--- config.mk ---
export PLATFORM = sky130hd
export DESIGN_NAME = fsb_sram
export DESIGN_NICKNAME = d
export VERILOG_FILES = /design/src/rtl/fsb_pkg.sv /design/src/rtl/fsb_ctrl.sv /design/src/rtl/fsb_burst.sv /design/src/rtl/fsb_array.sv /design/src/rtl/fsb_sram.sv
export SDC_FILE = /design/constraint.sdc
export NUM_CORES = 1
export LEC_CHECK = 0
export CORE_MARGIN = 2
export CORE_UTILIZATION = 55
export CTS_CLUSTER_DIAMETER = 40
export DETAILED_ROUTE_END_ITERATION = 10
export PLACE_DENSITY = 0.73
export SYNTH_ARGS = -nofsm -noshare
export SYNTH_HDL_FRONTEND = slang
export SYNTH_SLANG_ARGS = --single-unit
--- constraint.sdc ---
create_clock -name clk -period 3.5 [get_ports clk]
set_input_delay 0.7 -clock clk [delete_from_list [all_inputs] [get_ports clk]]
set_output_delay 0.7 -clock clk [all_outputs]
set_load 0.01 [all_outputs]
--- src/rtl/fsb_pkg.sv ---
package fsb_pkg;

  typedef enum logic [2:0] {
    ACT_IDLE,
    ACT_DESEL,
    ACT_LOAD,
    ACT_STEP,
    ACT_HOLD
  } fsb_act_e;

  // Low two address bits for a burst position
  function automatic logic [1:0] burst_lo(input logic [1:0] base,
                                          input logic [1:0] cnt,
                                          input logic       lin);
    return lin ? (base + cnt) : (base ^ cnt);
  endfunction

endpackage

--- src/rtl/fsb_ctrl.sv ---
module fsb_ctrl
  import fsb_pkg::*;
#(
  parameter int NBYTES = 2
) (
  input  logic              clk,
  input  logic              rst,
  input  logic              ce_a_n,
  input  logic              ce_b,
  input  logic              ce_c_n,
  input  logic              strobe_host_n,
  input  logic              strobe_ctrl_n,
  input  logic              adv_n,
  input  logic              sleep,
  input  logic              all_we_n,
  input  logic              byte_we_n,
  input  logic [NBYTES-1:0] byte_sel_n,
  output fsb_act_e          act,
  output logic [NBYTES-1:0] wr_be,
  output logic              sel_q,
  output logic              wr_q
);

  logic host_go, go, sel_now, access;

  assign host_go = !strobe_host_n && !ce_a_n;
  assign go      = host_go || !strobe_ctrl_n;
  assign sel_now = !ce_a_n && ce_b && !ce_c_n;

  always_comb begin
    if (sleep)      act = ACT_IDLE;
    else if (go)    act = sel_now ? ACT_LOAD : ACT_DESEL;
    else if (sel_q) act = adv_n ? ACT_HOLD : ACT_STEP;
    else            act = ACT_IDLE;
  end

  assign access = (act == ACT_LOAD) || (act == ACT_STEP) || (act == ACT_HOLD);

  for (genvar i = 0; i < NBYTES; i++) begin : g_be
    assign wr_be[i] = access && (!all_we_n || (!byte_we_n && !byte_sel_n[i]));
  end

  always_ff @(posedge clk) begin
    if (rst) begin
      sel_q <= 1'b0;
      wr_q  <= 1'b0;
    end else if (!sleep) begin
      if (act == ACT_LOAD)       sel_q <= 1'b1;
      else if (act == ACT_DESEL) sel_q <= 1'b0;
      wr_q <= |wr_be;
    end
  end


  desel_chk: assert property (@(posedge clk) disable iff (rst)
    (go && !sel_now && !sleep) |=> !sel_q);


  host_gate_chk: assert property (@(posedge clk) disable iff (rst)
    (!strobe_host_n && ce_a_n && strobe_ctrl_n && !sleep) |=> $stable(sel_q));


  sleep_hold_chk: assert property (@(posedge clk) disable iff (rst)
    sleep |=> ($stable(sel_q) && $stable(wr_q)));

endmodule

--- src/rtl/fsb_burst.sv ---
module fsb_burst
  import fsb_pkg::*;
#(
  parameter int ADDR_W = 6
) (
  input  logic              clk,
  input  logic              rst,
  input  fsb_act_e          act,
  input  logic              lin_order,
  input  logic [ADDR_W-1:0] addr_in,
  output logic [ADDR_W-1:0] cur_addr,
  output logic [ADDR_W-1:0] wr_addr
);

  logic [ADDR_W-1:0] base_q;
  logic [1:0]        cnt_q;
  logic [1:0]        cnt_nx;

  assign cnt_nx   = cnt_q + 2'd1;
  assign cur_addr = {base_q[ADDR_W-1:2], burst_lo(base_q[1:0], cnt_q, lin_order)};

  always_comb begin
    case (act)
      ACT_LOAD: wr_addr = addr_in;
      ACT_STEP: wr_addr = {base_q[ADDR_W-1:2], burst_lo(base_q[1:0], cnt_nx, lin_order)};
      default:  wr_addr = cur_addr;
    endcase
  end

  always_ff @(posedge clk) begin
    if (rst) begin
      base_q <= '0;
      cnt_q  <= 2'd0;
    end else if (act == ACT_LOAD) begin
      base_q <= addr_in;
      cnt_q  <= 2'd0;
    end else if (act == ACT_STEP) begin
      cnt_q  <= cnt_nx;
    end
  end


  load_chk: assert property (@(posedge clk) disable iff (rst)
    (act == ACT_LOAD) |=> (cnt_q == 2'd0 && base_q == $past(addr_in)));


  hold_chk: assert property (@(posedge clk) disable iff (rst)
    (act == ACT_HOLD) |=> ($stable(cnt_q) && $stable(base_q)));


  step_chk: assert property (@(posedge clk) disable iff (rst)
    (act == ACT_STEP) |=> (cnt_q == $past(cnt_q) + 2'd1 && $stable(base_q)));

endmodule

--- src/rtl/fsb_array.sv ---
module fsb_array #(
  parameter int ADDR_W = 6,
  parameter int NBYTES = 2,
  parameter int BYTE_W = 8
) (
  input  logic                     clk,
  input  logic                     rst,
  input  logic [NBYTES-1:0]        we,
  input  logic [ADDR_W-1:0]        waddr,
  input  logic [NBYTES*BYTE_W-1:0] wdata,
  input  logic [ADDR_W-1:0]        raddr,
  output logic [NBYTES*BYTE_W-1:0] rdata
);

  localparam int DEPTH  = 1 << ADDR_W;
  localparam int DATA_W = NBYTES * BYTE_W;

  logic [DATA_W-1:0] mem [DEPTH];

  always_ff @(posedge clk) begin
    for (int b = 0; b < NBYTES; b++) begin
      if (we[b]) mem[waddr][b*BYTE_W +: BYTE_W] <= wdata[b*BYTE_W +: BYTE_W];
    end
  end

  assign rdata = mem[raddr];

  for (genvar i = 0; i < NBYTES; i++) begin : g_chk

    byte_store_chk: assert property (@(posedge clk) disable iff (rst)
      we[i] |=> (mem[$past(waddr)][i*BYTE_W +: BYTE_W] == $past(wdata[i*BYTE_W +: BYTE_W])));
  end

endmodule

--- src/rtl/fsb_sram.sv ---
module fsb_sram
  import fsb_pkg::*;
#(
  parameter int ADDR_W = 6,
  parameter int NBYTES = 2,
  parameter int BYTE_W = 8
) (
  input  logic                     clk,
  input  logic                     rst,
  input  logic                     ce_a_n,
  input  logic                     ce_b,
  input  logic                     ce_c_n,
  input  logic                     strobe_host_n,
  input  logic                     strobe_ctrl_n,
  input  logic                     adv_n,
  input  logic                     lin_order,
  input  logic [ADDR_W-1:0]        addr,
  input  logic                     byte_we_n,
  input  logic [NBYTES-1:0]        byte_sel_n,
  input  logic                     all_we_n,
  input  logic                     oe_n,
  input  logic                     sleep,
  input  logic [NBYTES*BYTE_W-1:0] wdata,
  output logic [NBYTES*BYTE_W-1:0] rdata,
  output logic                     rdata_oe
);

  fsb_act_e          act;
  logic [NBYTES-1:0] wr_be;
  logic              sel_q, wr_q;
  logic [ADDR_W-1:0] cur_addr, wr_addr;

  fsb_ctrl #(.NBYTES(NBYTES)) u_ctrl (
    .clk(clk), .rst(rst),
    .ce_a_n(ce_a_n), .ce_b(ce_b), .ce_c_n(ce_c_n),
    .strobe_host_n(strobe_host_n), .strobe_ctrl_n(strobe_ctrl_n),
    .adv_n(adv_n), .sleep(sleep),
    .all_we_n(all_we_n), .byte_we_n(byte_we_n), .byte_sel_n(byte_sel_n),
    .act(act), .wr_be(wr_be), .sel_q(sel_q), .wr_q(wr_q)
  );

  fsb_burst #(.ADDR_W(ADDR_W)) u_burst (
    .clk(clk), .rst(rst), .act(act), .lin_order(lin_order),
    .addr_in(addr), .cur_addr(cur_addr), .wr_addr(wr_addr)
  );

  fsb_array #(.ADDR_W(ADDR_W), .NBYTES(NBYTES), .BYTE_W(BYTE_W)) u_array (
    .clk(clk), .rst(rst), .we(wr_be), .waddr(wr_addr), .wdata(wdata),
    .raddr(cur_addr), .rdata(rdata)
  );

  assign rdata_oe = !oe_n && !sleep && sel_q && !wr_q;


  drive_off_chk: assert property (@(posedge clk) disable iff (rst)
    (oe_n || sleep) |-> !rdata_oe);


  reset_desel_chk: assert property (@(posedge clk)
    $past(rst) |-> !rdata_oe);

endmodule

# --- After elaboration in Yosys (flattened, before gate mapping) ---
# Memories as Yosys holds them, arrays and structs flattened.
# Index checks and enable logic that the tools add are counted.
word_totals:
  input_bits: 37
  mem_bits_rw: 1024
  mem_bits_ro: 0
  n_memories: 1
  wordCells: 59
  latchBits: 0
  ff_bits: 10
  output_inout_bits: 17
memory_table:
  columns: ["memory", "words", "width", "read_ports", "rd_ports_with_merged_regs", "wr", "line_no", "rtl"]
  rows:
  - ["u_array.mem", 64, 16, 1, 0, 1, "fsb_array.sv:18", "logic [DATA_W-1:0] mem [DEPTH];"]
classes:
  n_eq_ne: 4
  order_cmp: 0
  n_mux: 14
  bitwise_logic: 3
  addsub: 3
  n_shift: 0
  div: 0
  n_mul: 0
  reduce_logical: 30
op_table:
  columns: ["op", "n"]
  rows:
  - ["$mux 3", 4]
  - ["$pmux 6 s2", 1]
  - ["$logic_not 1->1", 11]
  - ["$logic_and 1x1->1", 10]
  - ["$eq 3x2->1 const B", 2]
  - ["$mux 1", 6]
  - ["$mux 2", 3]
  - ["$logic_or 1x1->1", 5]
  - ["$add 2x2->2", 2]
  - ["$reduce_or 2->1", 2]
  - ["$xor 2x2->2", 2]
  - ["$eq 3x1->1 const B", 1]
  - ["$eq 3x3->1 const B", 1]
  - ["$add 2x1->2 const B", 1]
  - ["$reduce_and 2->1", 1]
  - ["$reduce_bool 2->1", 1]
  - ["$not 1->1", 1]

# --- Logic depth before layout (Yosys ltp) ---
# Gate-level depths: netlist of the first run.
depth:
  depth_word: 12
  mapped_depth: 13
  mapped_depth_nobuf: 8

# --- Cells and area by module ---
# A second synthesis of the first run with hierarchy kept.
hier_totals:
  cells_unflattened: 1966
  hier_area_um2: 40680.3
modules_own_cells:
  columns: ["module", "seq_area_each_um2", "cells_per_inst", "area_each_um2", "n_inst"]
  rows:
  - ["fsb_array", 30749.5, 1889, 39983.3, 1]
  - ["fsb_burst", 160.2, 52, 478.0, 1]
  - ["fsb_ctrl", 40.0, 24, 203.9, 1]
  - ["fsb_sram", 0.0, 1, 15.0, 1]

# --- Worst setup path before layout of the first run ---
# OpenSTA, ideal clock, no wires.
synth_timing:
  path_type: "reg2out"
  from: "register u_burst.cnt_q[0]"
  to: "output port rdata[0]"
  slack_ns: 0.058
  required_time_ns: 2.800
  arrival_ns: 2.742
  path_buffers: 5
  path_stages_with_launch: 11
  cell_sequence: "dfxtp_1 > inv_1 > ha_1 > clkbuf_1 > clkbuf_1 > buf_2 > clkbuf_1 > clkbuf_1 > nor3_1 > o41a_1 > a32oi_1"
synth_via:
  elab_chain_len: 3
  word_cells_on_any_way: 4
  cone_classes: "1 x add/sub; 1 x mux; 1 x bitwise; 1 x memory"
synth_rtl:
  columns: ["item", "line_no", "rtl"]
  rows:
  - ["start: declaration", "fsb_burst.sv:16", "logic [1:0] cnt_q;"]
  - ["start signal: assignment", "fsb_burst.sv:38", "cnt_q <= cnt_nx;"]
  - ["$add 2x2->2 or $xor 2x2->2 (tied branches)", "fsb_pkg.sv:15", "return lin ? (base + cnt) : (base ^ cnt);"]
  - ["$mux 2 *", "fsb_pkg.sv:15", null]
  - ["$mem_v2 64x16 *", null, null]
  - ["end: declaration", "fsb_sram.sv:24", "output logic [NBYTES*BYTE_W-1:0] rdata,"]
# Every way passes the cells marked *; elsewhere a longest branch is shown, timed or not.

# --- Worst setup path in the final report of the first run ---
layout_timing:
  from: "register u_burst.cnt_q[0]"
  to: "output port rdata[5]"
# The elaborated chain is that of the path after synthesis.

==> impl_metrics.yaml, run 1 <==
placed_design:
  hpwl_um: 72400
  port-buffer-count: 53
  place.gp.congestion: 0.893
detailed_routing:
  drt_iter0_markers: 3668
  wl_per_cell_um: 28.7
  drtPass1Iterations: 6
  ant_nets: 0
  via_per_inst: 6.53
  num_vias: 27200
  finalWirelength_um: 120000
  drc_errors: 0
global_route:
  grt.overflow.total: 0
  grt_max_degree: 65
  grt_pass1_vias: 27100
  antenna_found_initial: 1
  grt_usage_pct: 30.1
  grt_pass1_wl_um: 174000
timing:
  clock_skew_ps: 28.7
  fin_ws_ps: -706
  maxSlewHeadroom_pct: 17.9
  min_period_ps: 4210
  hold_viol: 0
  rsz0062_at_grt: "true"
  setup_viol: 16
  fmax_ghz: 0.238
  period_share_pct: 120
  slew_viol_final: 0
  holdWs_ps: 446
  worst_pin_slew_ps: 1230
clock_network:
  cts_root_buf: "clkbuf_16"
  htree_num_levels: 3
  path_clk_slew_ps: 60
  cts_made_buffers: 119
  clockBufferDepth: 3
  tritoncts: "yes"
  clk_latency_ps: 690
  clock_sinks: 1034
  hold_buffers: 0
synthesis:
  yosys_warnings: 0
  synth.net_count: 2608
  synth-main-ff-cell: "edfxtp_1"
  syn_area_mm2: 0.0423
  yosysMostFrequentCell: "edfxtp_1"
  synth_cells: 2569
  yosys-top-cells-count: "edfxtp_1 (1024), nand2_1 (241), nor2_1 (200)"
  yosys.area.top_type_share_pct: 72.7
  ys_types: 69
  synth_top_cell_by_area: "edfxtp_1"
  ys_top_cells_by_area: "edfxtp_1 (73%), mux4_2 (6.0%), mux2i_1 (4.6%)"
  synth_edf_count: 1024
  synth.yosys.seq_area_share_pct: 73.2
  syn_area_per_cell_um2: 16.5
  async_reset_ff_share_pct: 0
  ys_ff_latch: 1034
final_layout:
  diodes: 0
  multi_input_area_mm2: 0.0113
  drive_above_1_share_pct: 32.2
  final-seq-area_mm2: 0.0310
  fin_util_pct: 69.4
  syn_to_final_growth_pct: 24.8
  n_fill_cell: 4661
  layout.nets: 3066
status:
  violations: "setup timing"
  status: "complete, but fails checks"
pwr:
  total_power_mw: 27.2
  p_leak_nw: 17.9
  p_per_area_mw_per_mm2: 516
  peakVddDrop_v: 0.000409
job:
  cap_viol_max_count: 0
critical_path:
  critPathLaunch: "u_burst.cnt_q[0]"
  required_ps: 2800
  critPathMaxStageDelay_ps: 540
  slowest_stage: "mux4_2"
  path_class: "reg -> out"
  path_max_fanout: 7
  cp-end-kind: "output pin"
  path_common_cell: "buf_12"
  worstPathCellList: "ha_4 -> and2_4 -> xnor2_4 -> buf_12 -> buf_12 -> buf_12 -> buf_4 -> mux4_2 -> nor2_4 -> nor4_2 -> o32a_1 -> buf_2"
  start_kind: "flop"
  reg2reg_from: "u_burst.cnt_q[1]"
  critical_path_arrival_ps: 3510
hold_path:
  min_from: "wdata[14]"
  hold_class: "in -> reg"
die:
  core_area_mm2: 0.0761
  die-area_mm2: 0.0791
  pin_count: 54
  die_y_um: 281
  die_x_um: 281
  start_util_pct: 55.6
  row_count: 101
[layer usage]
metal / track usage [%] / up-vias / part of all wire [%]
li1: - / 11300 / -
met1: 41.3 / 13800 / 38
met2: 47.8 / 1796 / 48
met3: 5.39 / 327 / 10
met4: 12.7 / 2 / 4.3
met5: 0 / - / 0.013
[per-stage QoR]
step | setup TNS [ps] | instances | cell area, um2 | setup slack [ps]
4_1_cts | -9830 | 4138 | 52200 | -709
5_1_grt | -11270 | 4160 | 52800 | -765
3_3_place_gp | -171140 | 3862 | 46800 | -1180
3_5_place_dp | -235560 | 3862 | 46800 | -1130
2_1_floorplan | 0 | 2569 | 42300 | 57.6
6_report | -10230 | 4160 | 52800 | -706
[timing repair]
action / 4_1_cts / 5_1_grt
gates resized for setup: 232 / 57
cloned: 8 / 4
endpoints found under the setup margin: 41 / 16
pin swaps: 63 / 37
buffers inserted: 46 / 21
[cell type report]
cell class,instances,area share [%]
Sequential cell,1034,58.7
Multi-Input combinational cell,1333,21.4
Timing Repair Buffer,534,9.69
Clock buffer,133,5.82
Tap cell,1030,2.44
Clock inverter,91,1.94
Inverter,5,0.0403
[power by group]
group	internal [mW]	leakage, nW	total [mW]	switching (mW)
clock network	7.64	1.99	12.7	5.08
registers	13.6	9.29	13.6	0.00574
logic	0.322	6.64	0.906	0.584
[worst max-delay path, delay by kind of cell, from the launching register on]
kind                     cells  cell delay [ps]
AO/OA/AOI/OAI                1              350
buffers and inverters        5              730
XOR/XNOR                     1              290
multiplexers                 1              540
adder cells (fa/ha/maj)      1              180
AND/OR/NAND/NOR              3              350
flip-flops                   1              380
[state kept, by name, summed over array words and instances (netlist names)]
| name | flops |
|---|---|
| u_burst.cnt_q | 2 |
| u_burst.base_q | 6 |
| u_ctrl.wr_q | 1 |
| u_ctrl.sel_q | 1 |
| u_array.mem | 1024 |
[placed cells by master (no fill, tap or decap), types with 16 or more instances in the layout]
cell,count
mux2i_1,183
inv_6,19
edfxtp_1,1024
a21oi_1,21
o21ai_0,34
nor2_1,189
buf_6,17
clkinv_2,19
a221oi_1,41
nor4_1,27
nor3_1,41
bufinv_16,17
nand2_1,235
clkdlybuf4s50_1,20
a31oi_1,41
a221oi_2,21
buf_12,54
buf_4,386
mux4_2,112
clkbuf_16,125
nor3b_1,28
nand3_1,25
o221a_2,16
o22ai_1,20
buf_2,30
o211a_1,20
[path summary, 6_finish.rpt]
check,endpoint,slack [ps],cells after the start
worst max register to register,u_array.mem[26][6],140,10
worst max-delay path,rdata[5],-710,12
worst min-delay path,u_array.mem[47][14],450,1
worst min register to register,u_burst.base_q[1],520,2
[logic make-up (layout without fill, tap and decap cells)]
logic type | after synthesis | in the layout | share of synthesized area [%]
flops | 1034 | 1034 | 73.2
simple gates | 648 | 648 | 6.85
compound gates | 367 | 367 | 6.85
mux | 311 | 311 | 10.7
buf+inv | 202 | 763 | 2.14
xor+xnor | 5 | 5 | 0.189
fa+ha+maj | 2 | 2 | 0.0592
Power figures use the tool's default switching activity.
==> run 2, diff against run 1 <==
--- a/config.mk
+++ b/config.mk
@@ -9,6 +9,7 @@
 export CORE_UTILIZATION = 55
 export CTS_CLUSTER_DIAMETER = 40
 export DETAILED_ROUTE_END_ITERATION = 10
+export GPL_ROUTABILITY_DRIVEN = 0
 export PLACE_DENSITY = 0.73
 export SYNTH_ARGS = -nofsm -noshare
 export SYNTH_HDL_FRONTEND = slang
==> run 2 against run 1 <==
  * The run still ends with setup timing left
  * First-iteration DRC count up 2.7%
  * Register-to-register slack better by 160 ps
  * Core utilization is 0.11 points higher
==> impl_metrics.yaml, run 2 (synthesis gave the netlist of run 1 again) <==
critical_path:
  required_ps: 2800
  reg2reg_from: "u_burst.cnt_q[1]"
  critical_path_arrival_ps: 3470
  start_kind: "flop"
  cp-end-kind: "output pin"
  path_max_fanout: 21
  path_class: "reg -> out"
  critPathLaunch: "u_burst.cnt_q[0]"
die:
  row_count: 101
  pin_count: 54
  start_util_pct: 55.6
  die_y_um: 281
  die-area_mm2: 0.0791
  core_area_mm2: 0.0761
  die_x_um: 281
global_route:
  grt_usage_pct: 30.7
  grt.overflow.total: 0
  grt_pass1_wl_um: 177000
  antenna_found_initial: 3
  grt_max_degree: 65
  grt_pass1_vias: 27300
final_layout:
  layout.nets: 3066
  layout_common_cells: "edfxtp_1 (1024), buf_4 (383), nand2_1 (231)"
  multi_input_area_mm2: 0.0115
  final_common_cell: "edfxtp_1"
  final-seq-area_mm2: 0.0310
  largest_register_ffs: 1024
  top_register: "u_array.mem"
  drive_above_1_share_pct: 32.1
  fin_util_pct: 69.5
  syn_to_final_growth_pct: 25.0
  n_fill_cell: 4589
  largestRegisters: "u_array.mem: 1024 flops, u_burst.base_q: 6 flops, u_burst.cnt_q: 2 flops"
pwr:
  p_per_area_mw_per_mm2: 508
  p_leak_nw: 17.9
  peakVddDrop_v: 0.000411
  total_power_mw: 26.9
clock_network:
  clk_latency_ps: 700
  path_clk_slew_ps: 60
  tritoncts: "yes"
  cts_made_buffers: 117
  clock_sinks: 1034
  cts_root_buf: "clkbuf_16"
  clockBufferDepth: 3
  htree_num_levels: 3
  hold_buffers: 0
detailed_routing:
  finalWirelength_um: 122000
  ant_nets: 0
  via_per_inst: 6.61
  num_vias: 27500
  drtPass1Iterations: 6
  drt_iter0_markers: 3768
  drc_errors: 0
  wl_per_cell_um: 29.4
timing:
  fmax_ghz: 0.240
  min_period_ps: 4170
  tns_ps: -9070
  clock_skew_ps: 31.6
  hold_viol: 0
  worst_pin_slew_ps: 1090
  maxSlewHeadroom_pct: 27.5
  fin_ws_ps: -668
  slew_viol_final: 0
  period_share_pct: 119
  rsz0062_at_grt: "true"
  setup_viol: 16
hold_path:
  min_from: "wdata[14]"
  hold_class: "in -> reg"
status:
  violations: "setup timing"
  status: "complete, but fails checks"
placed_design:
  pre_cts_ws_ps: -1430
  port-buffer-count: 53
  hpwl_um: 71800
job:
  cap_viol_max_count: 0
[run 2: where the power goes]
part | switching (mW) | internal (mW) | leakage (nW)
registers | 0.00582 | 13.6 | 9.29
clock network | 5.16 | 7.17 | 1.89
logic | 0.597 | 0.328 | 6.77
[run 2: per-stage QoR]
step / instance area [um2] / std cells / hold slack (ps)
4_1_cts: 52500 / 4139 / 425
2_1_floorplan: 42300 / 2569 / 457
5_1_grt: 52800 / 4156 / 445
6_report: 52800 / 4157 / 451
3_3_place_gp: 46700 / 3854 / 501
3_5_place_dp: 46700 / 3854 / 512
[run 2: worst max-delay path, stage by stage, from the launching register on]
cell and delay [ps]:
dfxtp_4 380, inv_4 50, ha_4 240, buf_8 160, and2_1 270, buf_6 240
a221oi_1 360, nor2_2 120, nor4_1 420, buf_4 200, o32a_1 180, buf_2 150
[run 2: final timing paths]
check | end | slack [ps] | depth (start not counted)
max reg2reg | u_array.mem[38][13] | 300 | 9
max | rdata[12] | -670 | 11
min reg2reg | u_burst.base_q[0] | 520 | 2
min | u_array.mem[44][14] | 450 | 1
[run 2: final cells by class]
class | count | share of cell area (%)
antenna | 1 | 0.00474
clock buffer | 131 | 5.70
clock inverter | 87 | 1.76
inverter | 5 | 0.0402
multi-input combinational | 1333 | 21.7
sequential | 1034 | 58.6
tap | 1030 | 2.44
timing repair buffer | 536 | 9.74
[run 2: layer usage]
metal	vias to the layer above	GRT usage [%]	part of all wire, %
li1	11300	-	-
met1	13700	41.3	36
met2	2126	49.2	48
met3	342	5.97	11
met4	6	13.5	4.4
met5	-	0	0.023
[run 2: timing repair]
item                                    4_1_cts  5_1_grt
endpoints found under the setup margin       16       16
hold endpoints to repair                      0        0
pin swaps                                    66       26
setup buffers                                63       19
gates cloned                                 11        1
resized for setup                           281       48
